===== config.mk =====
export PLATFORM = sky130hd
export DESIGN_NAME = swf_engine
export DESIGN_NICKNAME = d
export VERILOG_FILES = /design/src/rtl/swf_pkg.sv /design/src/rtl/swf_regs.sv /design/src/rtl/swf_matcher.sv /design/src/rtl/swf_autosend.sv /design/src/rtl/swf_engine.sv
export SDC_FILE = /design/constraint.sdc
export NUM_CORES = 1
export LEC_CHECK = 0
export ABC_AREA = 1
export BUFFER_PORTS_ARGS = -buffer_cell sky130_fd_sc_hd__buf_4
export CAP_MARGIN = 15
export CORE_MARGIN = 10
export CORE_UTILIZATION = 58
export CTS_CLUSTER_SIZE = 12
export DETAILED_ROUTE_END_ITERATION = 10
export PLACE_DENSITY = 0.88
export SYNTH_ARGS = -nofsm -noshare
export SYNTH_HDL_FRONTEND = slang
export SYNTH_SLANG_ARGS = --single-unit

===== constraint.sdc =====
create_clock -name clk -period 2.6 [get_ports clk]
set_clock_uncertainty 0.1 [all_clocks]
set_input_delay 0.13 -clock clk [delete_from_list [all_inputs] [get_ports clk]]
set_output_delay 0.13 -clock clk [all_outputs]
set_load 0.01 [all_outputs]

===== src/rtl/swf_pkg.sv =====
package swf_pkg;
  typedef enum logic {K_GO = 1'b0, K_STOP = 1'b1} ctl_kind_t;

  function automatic logic [7:0] stop_at(input logic [1:0] t);
    case (t)
      2'd0:    return 8'd4;
      2'd1:    return 8'd8;
      2'd2:    return 8'd12;
      default: return 8'd14;
    endcase
  endfunction

  function automatic logic [7:0] go_at(input logic [1:0] t);
    case (t)
      2'd0:    return 8'd1;
      2'd1:    return 8'd4;
      2'd2:    return 8'd8;
      default: return 8'd10;
    endcase
  endfunction
endpackage


===== src/rtl/swf_regs.sv =====
module swf_regs #(
  parameter int DW = 8,
  parameter int NCH = 4
) (
  input  logic          clk,
  input  logic          rst_n,
  input  logic          wr_en,
  input  logic [1:0]    wr_sel,
  input  logic [DW-1:0] wr_data,
  output logic [DW-1:0] go1,
  output logic [DW-1:0] go2,
  output logic [DW-1:0] stop1,
  output logic [DW-1:0] stop2
);
  logic [DW-1:0] chr [NCH];

  for (genvar g = 0; g < NCH; g++) begin : g_chr
    always_ff @(posedge clk or negedge rst_n) begin
      if (!rst_n)                                chr[g] <= '0;
      else if (wr_en && (int'(wr_sel) == g))     chr[g] <= wr_data;
    end
  end

  assign go1   = chr[0];
  assign go2   = chr[1];
  assign stop1 = chr[2];
  assign stop2 = chr[3];
endmodule


===== src/rtl/swf_matcher.sv =====
module swf_matcher
  import swf_pkg::*;
#(
  parameter int DW = 8
) (
  input  logic          clk,
  input  logic          rst_n,
  input  logic          sw_en,
  input  logic          dbl_mode,
  input  logic [DW-1:0] go1,
  input  logic [DW-1:0] go2,
  input  logic [DW-1:0] stop1,
  input  logic [DW-1:0] stop2,
  input  logic          rx_valid,
  input  logic [DW-1:0] rx_data,
  output logic          rx_ready,
  output logic          fifo_valid,
  output logic [DW-1:0] fifo_data,
  input  logic          fifo_ready,
  output logic          hit_stop,
  output logic          hit_go
);
  logic          out_v, rp_v, hold_v;
  logic [DW-1:0] out_d, rp_d, hold_d;
  ctl_kind_t     hold_k, new_k;
  logic          out_free, fire;
  logic          is_s1, is_g1, pair_done;
  logic          fwd_new, fwd_held, hold_set, hold_clr;

  assign out_free  = !out_v || fifo_ready;
  assign rx_ready  = out_free && !rp_v;
  assign fire      = rx_valid && rx_ready;
  assign is_s1     = (rx_data == stop1);
  assign is_g1     = (rx_data == go1);
  assign pair_done = hold_v && ((hold_k == K_STOP) ? (rx_data == stop2) : (rx_data == go2));

  always_comb begin
    fwd_new  = 1'b0;
    fwd_held = 1'b0;
    hold_set = 1'b0;
    hold_clr = 1'b0;
    new_k    = K_STOP;
    hit_stop = 1'b0;
    hit_go   = 1'b0;
    if (fire) begin
      if (!sw_en || !dbl_mode) begin
        // a byte held from an earlier pair-mode setting is released first
        fwd_held = hold_v;
        hold_clr = hold_v;
        if (!sw_en)     fwd_new  = 1'b1;
        else if (is_s1) hit_stop = 1'b1;
        else if (is_g1) hit_go   = 1'b1;
        else            fwd_new  = 1'b1;
      end else if (pair_done) begin
        hold_clr = 1'b1;
        hit_stop = (hold_k == K_STOP);
        hit_go   = (hold_k == K_GO);
      end else begin
        fwd_held = hold_v;
        hold_clr = hold_v;
        if (is_s1) begin
          hold_set = 1'b1;
          new_k    = K_STOP;
        end else if (is_g1) begin
          hold_set = 1'b1;
          new_k    = K_GO;
        end else begin
          fwd_new = 1'b1;
        end
      end
    end
  end

  always_ff @(posedge clk or negedge rst_n) begin
    if (!rst_n) begin
      out_v  <= 1'b0;
      out_d  <= '0;
      rp_v   <= 1'b0;
      rp_d   <= '0;
      hold_v <= 1'b0;
      hold_d <= '0;
      hold_k <= K_STOP;
    end else begin
      if (out_free) out_v <= 1'b0;
      if (rp_v && out_free) begin
        out_v <= 1'b1;
        out_d <= rp_d;
        rp_v  <= 1'b0;
      end else if (fwd_held || fwd_new) begin
        out_v <= 1'b1;
        out_d <= fwd_held ? hold_d : rx_data;
        if (fwd_held && fwd_new) begin
          rp_v <= 1'b1;
          rp_d <= rx_data;
        end
      end
      if (hold_clr) hold_v <= 1'b0;
      if (hold_set) begin
        hold_v <= 1'b1;
        hold_d <= rx_data;
        hold_k <= new_k;
      end
    end
  end

  assign fifo_valid = out_v;
  assign fifo_data  = out_d;
endmodule


===== src/rtl/swf_autosend.sv =====
module swf_autosend
  import swf_pkg::*;
#(
  parameter int DW = 8,
  parameter int LW = 5
) (
  input  logic          clk,
  input  logic          rst_n,
  input  logic          auto_en,
  input  logic          dbl_mode,
  input  logic [1:0]    trig_sel,
  input  logic [LW-1:0] fifo_level,
  input  logic [DW-1:0] go1,
  input  logic [DW-1:0] go2,
  input  logic [DW-1:0] stop1,
  input  logic [DW-1:0] stop2,
  output logic          ins_valid,
  output logic [DW-1:0] ins_data,
  input  logic          ins_ready
);
  logic          q_v, q_two, q_stage, sent;
  logic [DW-1:0] q_d, q_next;
  logic          lvl_hi, lvl_lo;

  assign lvl_hi = int'(fifo_level) >= int'(stop_at(trig_sel));
  assign lvl_lo = int'(fifo_level) <= int'(go_at(trig_sel));

  always_ff @(posedge clk or negedge rst_n) begin
    if (!rst_n) begin
      q_v     <= 1'b0;
      q_two   <= 1'b0;
      q_stage <= 1'b0;
      q_d     <= '0;
      q_next  <= '0;
      sent    <= 1'b0;
    end else begin
      if (!auto_en) begin
        sent <= 1'b0;
      end else if (!q_v) begin
        if (!sent && lvl_hi) begin
          q_v     <= 1'b1;
          q_two   <= dbl_mode;
          q_stage <= 1'b0;
          q_d     <= stop1;
          q_next  <= stop2;
          sent    <= 1'b1;
        end else if (sent && lvl_lo) begin
          q_v     <= 1'b1;
          q_two   <= dbl_mode;
          q_stage <= 1'b0;
          q_d     <= go1;
          q_next  <= go2;
          sent    <= 1'b0;
        end
      end
      if (q_v && ins_ready) begin
        if (q_two && !q_stage) begin
          q_stage <= 1'b1;
          q_d     <= q_next;
        end else begin
          q_v <= 1'b0;
        end
      end
    end
  end

  assign ins_valid = q_v;
  assign ins_data  = q_d;
endmodule


===== src/rtl/swf_engine.sv =====
module swf_engine
  import swf_pkg::*;
#(
  parameter int DW = 8,
  parameter int FIFO_DEPTH = 16,
  localparam int LW = $clog2(FIFO_DEPTH + 1)
) (
  input  logic          clk,
  input  logic          rst_n,
  input  logic          sw_en,
  input  logic          dbl_mode,
  input  logic          auto_en,
  input  logic [1:0]    trig_sel,
  input  logic          int_en,
  input  logic          wr_en,
  input  logic [1:0]    wr_sel,
  input  logic [DW-1:0] wr_data,
  input  logic          rx_valid,
  input  logic [DW-1:0] rx_data,
  output logic          rx_ready,
  output logic          fifo_valid,
  output logic [DW-1:0] fifo_data,
  input  logic          fifo_ready,
  input  logic [LW-1:0] fifo_level,
  output logic          ins_valid,
  output logic [DW-1:0] ins_data,
  input  logic          ins_ready,
  output logic          tx_allow,
  output logic          xoff_flag,
  output logic          irq
);
  logic [DW-1:0] w_go1, w_go2, w_stop1, w_stop2;
  logic          hit_stop, hit_go;
  logic          susp, flag_q;

  swf_regs #(.DW(DW), .NCH(4)) u_regs (
    .clk(clk), .rst_n(rst_n), .wr_en(wr_en), .wr_sel(wr_sel), .wr_data(wr_data),
    .go1(w_go1), .go2(w_go2), .stop1(w_stop1), .stop2(w_stop2)
  );

  swf_matcher #(.DW(DW)) u_match (
    .clk(clk), .rst_n(rst_n), .sw_en(sw_en), .dbl_mode(dbl_mode),
    .go1(w_go1), .go2(w_go2), .stop1(w_stop1), .stop2(w_stop2),
    .rx_valid(rx_valid), .rx_data(rx_data), .rx_ready(rx_ready),
    .fifo_valid(fifo_valid), .fifo_data(fifo_data), .fifo_ready(fifo_ready),
    .hit_stop(hit_stop), .hit_go(hit_go)
  );

  swf_autosend #(.DW(DW), .LW(LW)) u_auto (
    .clk(clk), .rst_n(rst_n), .auto_en(auto_en), .dbl_mode(dbl_mode),
    .trig_sel(trig_sel), .fifo_level(fifo_level),
    .go1(w_go1), .go2(w_go2), .stop1(w_stop1), .stop2(w_stop2),
    .ins_valid(ins_valid), .ins_data(ins_data), .ins_ready(ins_ready)
  );

  always_ff @(posedge clk or negedge rst_n) begin
    if (!rst_n) begin
      susp   <= 1'b0;
      flag_q <= 1'b0;
    end else if (hit_stop) begin
      susp   <= 1'b1;
      flag_q <= 1'b1;
    end else if (hit_go) begin
      susp   <= 1'b0;
      flag_q <= 1'b0;
    end
  end

  assign tx_allow  = !susp;
  assign xoff_flag = flag_q;
  assign irq       = flag_q && int_en;
endmodule


# ---- Word-level counts from Yosys, hierarchy flattened
# Cells that the tools add are included.
dict set report classes {
  order_cmp 2
  eq_ne 11
  muxes 73
  bitwise_logic 3
  reduce_logical 36
}
# op n
set op_table {}
lappend op_table {{two-way mux 8 bit} 11}
lappend op_table {{two-way mux 1 bit} 60}
lappend op_table {{equality test 8 bit} 4}
lappend op_table {{case mux 4 bit (3 select lines)} 2}
lappend op_table {{logical AND 1 bit} 14}
lappend op_table {{nonzero test 2 bit} 5}
lappend op_table {{zero test 1 bit} 7}
lappend op_table {{equality test 2 bit, second input constant} 3}
lappend op_table {{AND reduction 3 bit} 2}
lappend op_table {{greater-or-equal comparator 5 x 4 -> 1 bit} 1}
lappend op_table {{<= comparator 5 x 4 -> 1 bit} 1}
lappend op_table {{equality test 2 x 1 -> 1 bit, second input constant} 2}
lappend op_table {{zero test 2 bit} 2}
lappend op_table {{AND reduction 2 bit} 2}
lappend op_table {{logical OR 1 bit} 3}
lappend op_table {{!= test 3 x 1 -> 1 bit, second input constant} 1}
lappend op_table {{NOT 1 bit} 3}
lappend op_table {{nonzero test 3 bit} 1}
lappend op_table {{!= test 2 bit, second input constant} 1}
dict set report totals {
  reg_bits 81
  in_bits 35
  output_inout_bits 22
  word_cells 143
}

# ---- Longest topological paths before layout
dict set report depth {
  word_depth 10
  mapped_depth 14
  ltp_nobuf 14
}

# ---- Hierarchy
# From an unflattened synthesis, not the netlist that was laid out.
dict set report hier_totals {
  hier_cells 677
  area_unflattened_um2 5101.1
}
# mod instances cells_each area_each_um2 seq_area_each_um2
set by_module_without_submodules {}
lappend by_module_without_submodules {swf_matcher 1 310 2090.8 701.9}
lappend by_module_without_submodules {swf_autosend 1 216 1522.7 500.5}
lappend by_module_without_submodules {swf_regs 1 143 1436.4 800.8}
lappend by_module_without_submodules {swf_engine 1 8 51.3 25.0}

# ---- Least setup slack after synthesis
# No wires, ideal clock.
dict set report synth_path {
  path_kind {reg2reg}
  startpoint {register u_match.hold_k}
  endpoint {register u_match.out_d[1] (netlist: u_match.fifo_data[1])}
  setup_time_ns 0.117
  arrival_time_ns 1.591
  required_time_ns 2.383
  setup_slack_ns 0.792
  path_stages_with_launch 13
  n_path_buf 1
  synth_period_minus_slack_ns 1.808
  cell_sequence {dfstp_2 inv_2 buf_6 nand2_1 nand3_1 nand2_1 nand2_1 nor2_4 nand4_2 nand3_4 nand2_4 nand3_1 nand2_1}
}
dict set report synth_between {
  elab_chain_len 8
  word_cells_on_any_way 13
  classes_between {10 x mux; 3 x reduce/logical}
}
# element line
set synth_lines {}
lappend synth_lines {{start, declared} swf_matcher.sv:25} ;# ctl_kind_t hold_k, new_k;
lappend synth_lines {{start signal, assigned} swf_matcher.sv:101} ;# hold_k <= new_k;
lappend synth_lines {{two-way mux 1 bit (*)} swf_matcher.sv:35} ;# assign pair_done = hold_v && ((hold_k == K_STOP) ? (rx_data == stop2) : (rx_data == go2));
lappend synth_lines {{logical AND 1 bit (*)} swf_matcher.sv:35}
lappend synth_lines {{two-way mux 1 bit} swf_matcher.sv:54} ;# end else if (pair_done) begin
lappend synth_lines {{two-way mux 1 bit} swf_matcher.sv:46} ;# if (!sw_en || !dbl_mode) begin
lappend synth_lines {{two-way mux 1 bit} swf_matcher.sv:45} ;# if (fire) begin
lappend synth_lines {{two-way mux 8 bit} swf_matcher.sv:91} ;# out_d <= fwd_held ? hold_d : rx_data;
lappend synth_lines {{two-way mux 8 bit} swf_matcher.sv:89} ;# end else if (fwd_held || fwd_new) begin
lappend synth_lines {{two-way mux 8 bit} swf_matcher.sv:85} ;# if (rp_v && out_free) begin
lappend synth_lines {{end signal, assigned} swf_matcher.sv:87} ;# out_d <= rp_d;
lappend synth_lines {{end signal, assigned} swf_matcher.sv:91}
lappend synth_lines {{end, declared} swf_matcher.sv:24} ;# logic [DW-1:0] out_d, rp_d, hold_d;
# Every way passes the cells marked *; elsewhere a longest branch is shown, timed or not. The select of a mux whose other input is x is not followed.
# A chain may end at the register's enable or synchronous reset.

# ---- Worst setup path after layout
dict set report layout_path {
  startpoint {register u_match.hold_k}
  endpoint {register u_match.out_d[7] (netlist: u_match.fifo_data[7])}
}
# The elaborated chain is that of the path after synthesis.

==> summary.md <==
| Metric | Value |
|---|---|
| Run status | `completed` |
| Ys flop type | `dfrtp_1` |
| Synth unique cells | `32` |
| Sink Count | `81` |
| Synth Cell Area | `4410 um^2` |
| Hold Vio Cnt, Final | `0` |
| Antenna diodes | `0` |
| Area Growth Syn to Fin | `19.0%` |
| Pin count of the biggest net entering global routing | `82` |
| IO Count | `57` |
| Required @ worst endpoint | `2.75 ns` |
| Initial antenna violation count | `0` |
| Final GP Congestion | `0.901` |
| Die Ht | `107 um` |
| Vias | `4,078` |
| Placed cell count | `701` |
| GRT Util Overall | `0.201` |
| Total congestion overflow | `0` |
| Asr flop ratio synth | `1.00` |
| P_leak | `2.64 nW` |
| Detailed-placement wirelength estimate | `8460 um` |
| Worst slew pin tran | `1.02 ns` |
| Post-Place Setup Slack | `0.277 ns` |
| Routed WL | `11,500 um` |
| H-tree levels | `3` |
| Root buf cell | `clkbuf_8` |
| Ys Warns | `0` |
| Num CTS Buffers | `9` |
| Fin crit period | `2.23 ns` |
| Antenna Nets Post-Route | `0` |
| Layout cells sized above 1 | `0.196` |
| Area of the core | `7330 um^2` |
| RSZ-0062 raised after global routing | `false` |
| Crit-path max FO | `12` |
| Die Footprint | `11,500 um^2` |
| Sequential area share after synthesis | `0.460` |
| Reg2reg setup slack | `0.37 ns` |
| Power per cell area | `866 nW/um^2` |
| Fin crit share | `0.859` |
| Final WS setup | `0.367 ns` |
| Relative slew slack | `0.322` |
| Non-filler cells in the finished layout | `728` |
| Die Wd | `107 um` |
| VDD IR max | `0.400 mV` |
| Vias in the first global route | `3,930` |
| Residual DRC count | `0` |
| Final setup TNS | `0 ns` |
| Final setup vio count | `0` |
| Clock Pin Slew Worst Setup and Hold Paths | `0.08 ns` |
| Kind of end point of the critical path | `register` |
| Syn avg cell area | `7.92 um^2` |
| Initial DRC count | `326` |
| Syn Nets | `599` |
| DR vias/cell | `5.60` |
| Drt wl/cell | `15.8 um` |
| WP data arrival | `2.39 ns` |
| Setup Buffers After CTS | `0` |
| Worst setup SP type | `register` |
| Pins Over Slew Limit | `0` |
| Drt first pass iters | `5` |
| I/O Buffers | `56` |
| Number of synthesized flops with an enable pin | `0` |
| Clock Latency Late Sink | `0.36 ns` |
| Initial core utilization | `0.602` |
| Cells resized by post-CTS repair | `0` |
| Site Rows | `31` |
| First-pass GRT wire length | `18,900 um` |
| Layout Nets | `666` |
| CP Class | `register to register` |
| CTS tree | `built` |
| Cells after Synth | `557` |
| Register bit count reported by yosys | `81` |
| Sequential cell area | `2030 um^2` |
| Multi-input logic area | `2100 um^2` |
| Filler cells | `566` |
| HP Class | `input pin to register` |
| Max Cap Viol | `0` |
| Clock buffer depth | `2` |
| F_max | `448 MHz` |
[final cells by class]
cell class | instances | area share
clock inverter | 5 | 0.0195
timing repair buffer | 72 | 0.108
sequential | 81 | 0.386
inverter | 50 | 0.0357
tap | 99 | 0.0236
multi-input combinational | 410 | 0.400
clock buffer | 11 | 0.0269
[sequential cells by signal, summed over array words and instances (netlist names), 8 cells and up]
name,cells
u_match.hold_d,8
u_auto.q_next,8
u_regs.go1,8
u_regs.stop1,8
u_regs.stop2,8
u_regs.go2,8
u_match.rp_d,8
u_auto.ins_data,8
u_match.fifo_data,8
[critical path, cell delays in order (launching register included)]
cell and delay [ns]:
dfstp_2 0.68, inv_2 0.17, nand2_1 0.11, nand2_1 0.05, nand2_1 0.05, nand2_1 0.04
inv_1 0.04, nand2_1 0.09, nor2_4 0.17, nand4_2 0.16, nand3_4 0.17, nand2_4 0.11
nand3_1 0.13, nand2_1 0.06
[final timing paths]
path | start | cells after the start | endpoint
max | u_match.hold_k | 13 | u_match.fifo_data[7]
max in group asynchronous | rst_n | 2 | u_regs.go1[6]
max reg2reg | u_match.hold_k | 13 | u_match.fifo_data[7]
min reg2reg | u_match.rp_d[5] | 2 | u_match.rp_d[5]
min | rx_data[5] | 3 | u_match.rp_d[5]
min in group asynchronous | rst_n | 2 | u_auto.ins_data[0]
[layer usage]
metal  global-route usage  part of all wire
met5                    0                 0
met4               0.0832             0.028
met3               0.0497             0.072
met2                0.322              0.46
met1                0.254              0.44
[per-stage QoR]
step           hold slack [ns]   util  area (um^2)  power (mW)
5_1_grt                 0.0149  0.716         5250        4.83
3_5_place_dp             0.244  0.668         4900        3.42
2_1_floorplan           -0.266      -         4410        2.82
3_3_place_gp             0.238  0.668         4900        3.34
6_report               0.00613  0.716         5250        4.55
4_1_cts                0.00392  0.716         5250        4.54
[power breakdown]
group / internal (mW) / leakage (nW) / switching (mW)
registers: 1.61 / 1.02 / 0.310
logic: 0.667 / 1.50 / 0.839
clock network: 0.663 / 0.120 / 0.454
[cell usage after synthesis (3+ instances only)]
library cell / n / area, um^2
buf_2: 5 / 25.0
inv_1: 45 / 169
clkbuf_1: 7 / 26.3
o21ai_0: 42 / 210
o31ai_1: 5 / 37.5
or2_2: 15 / 93.8
nand3_4: 3 / 52.6
o21ai_1: 14 / 70.1
dfrtp_1: 80 / 2000
ha_1: 7 / 87.6
xnor2_1: 15 / 131
o21ai_2: 5 / 43.8
nor2_1: 25 / 93.8
a21oi_1: 23 / 115
nand2_1: 160 / 601
nand2_2: 9 / 56.3
inv_2: 4 / 15.0
nand3_1: 72 / 360
[placed cells by master, fill, tap and decap left out, types with 3 or more instances in the layout]
cell type and n:
nand2_1 160, dfrtp_1 80, nand3_1 72, buf_4 61
inv_1 45, o21ai_0 42, nor2_1 25, a21oi_1 23
or2_2 15, xnor2_1 15, o21ai_1 14, dlygate4sd3_1 11
clkbuf_8 10, nand2_2 9, ha_1 7, o21ai_2 5
o31ai_1 5, inv_2 4, nand3_4 3, bufinv_16 3
[cell families (layout without fill, tap and decap cells)]
family                     count (synthesis)  in the layout  synth area share
buffers and inverters                     66            138            0.0644
adders and majority gates                  7              7            0.0199
AOI/OAI and AO/OA                         92             92             0.113
xor gates and xnor gates                  15             15            0.0298
DFF                                       81             81             0.460
and+or+nand+nor                          296            296             0.313
[what timing repair did]
| action | 4_1_cts | 5_1_grt |
|---|---|---|
| hold endpoints to repair | 100 | 0 |
| endpoints found under the setup margin | 0 | 0 |
| hold buffers | 11 | 0 |
Note: power is estimated with default switching activity, not from simulation.
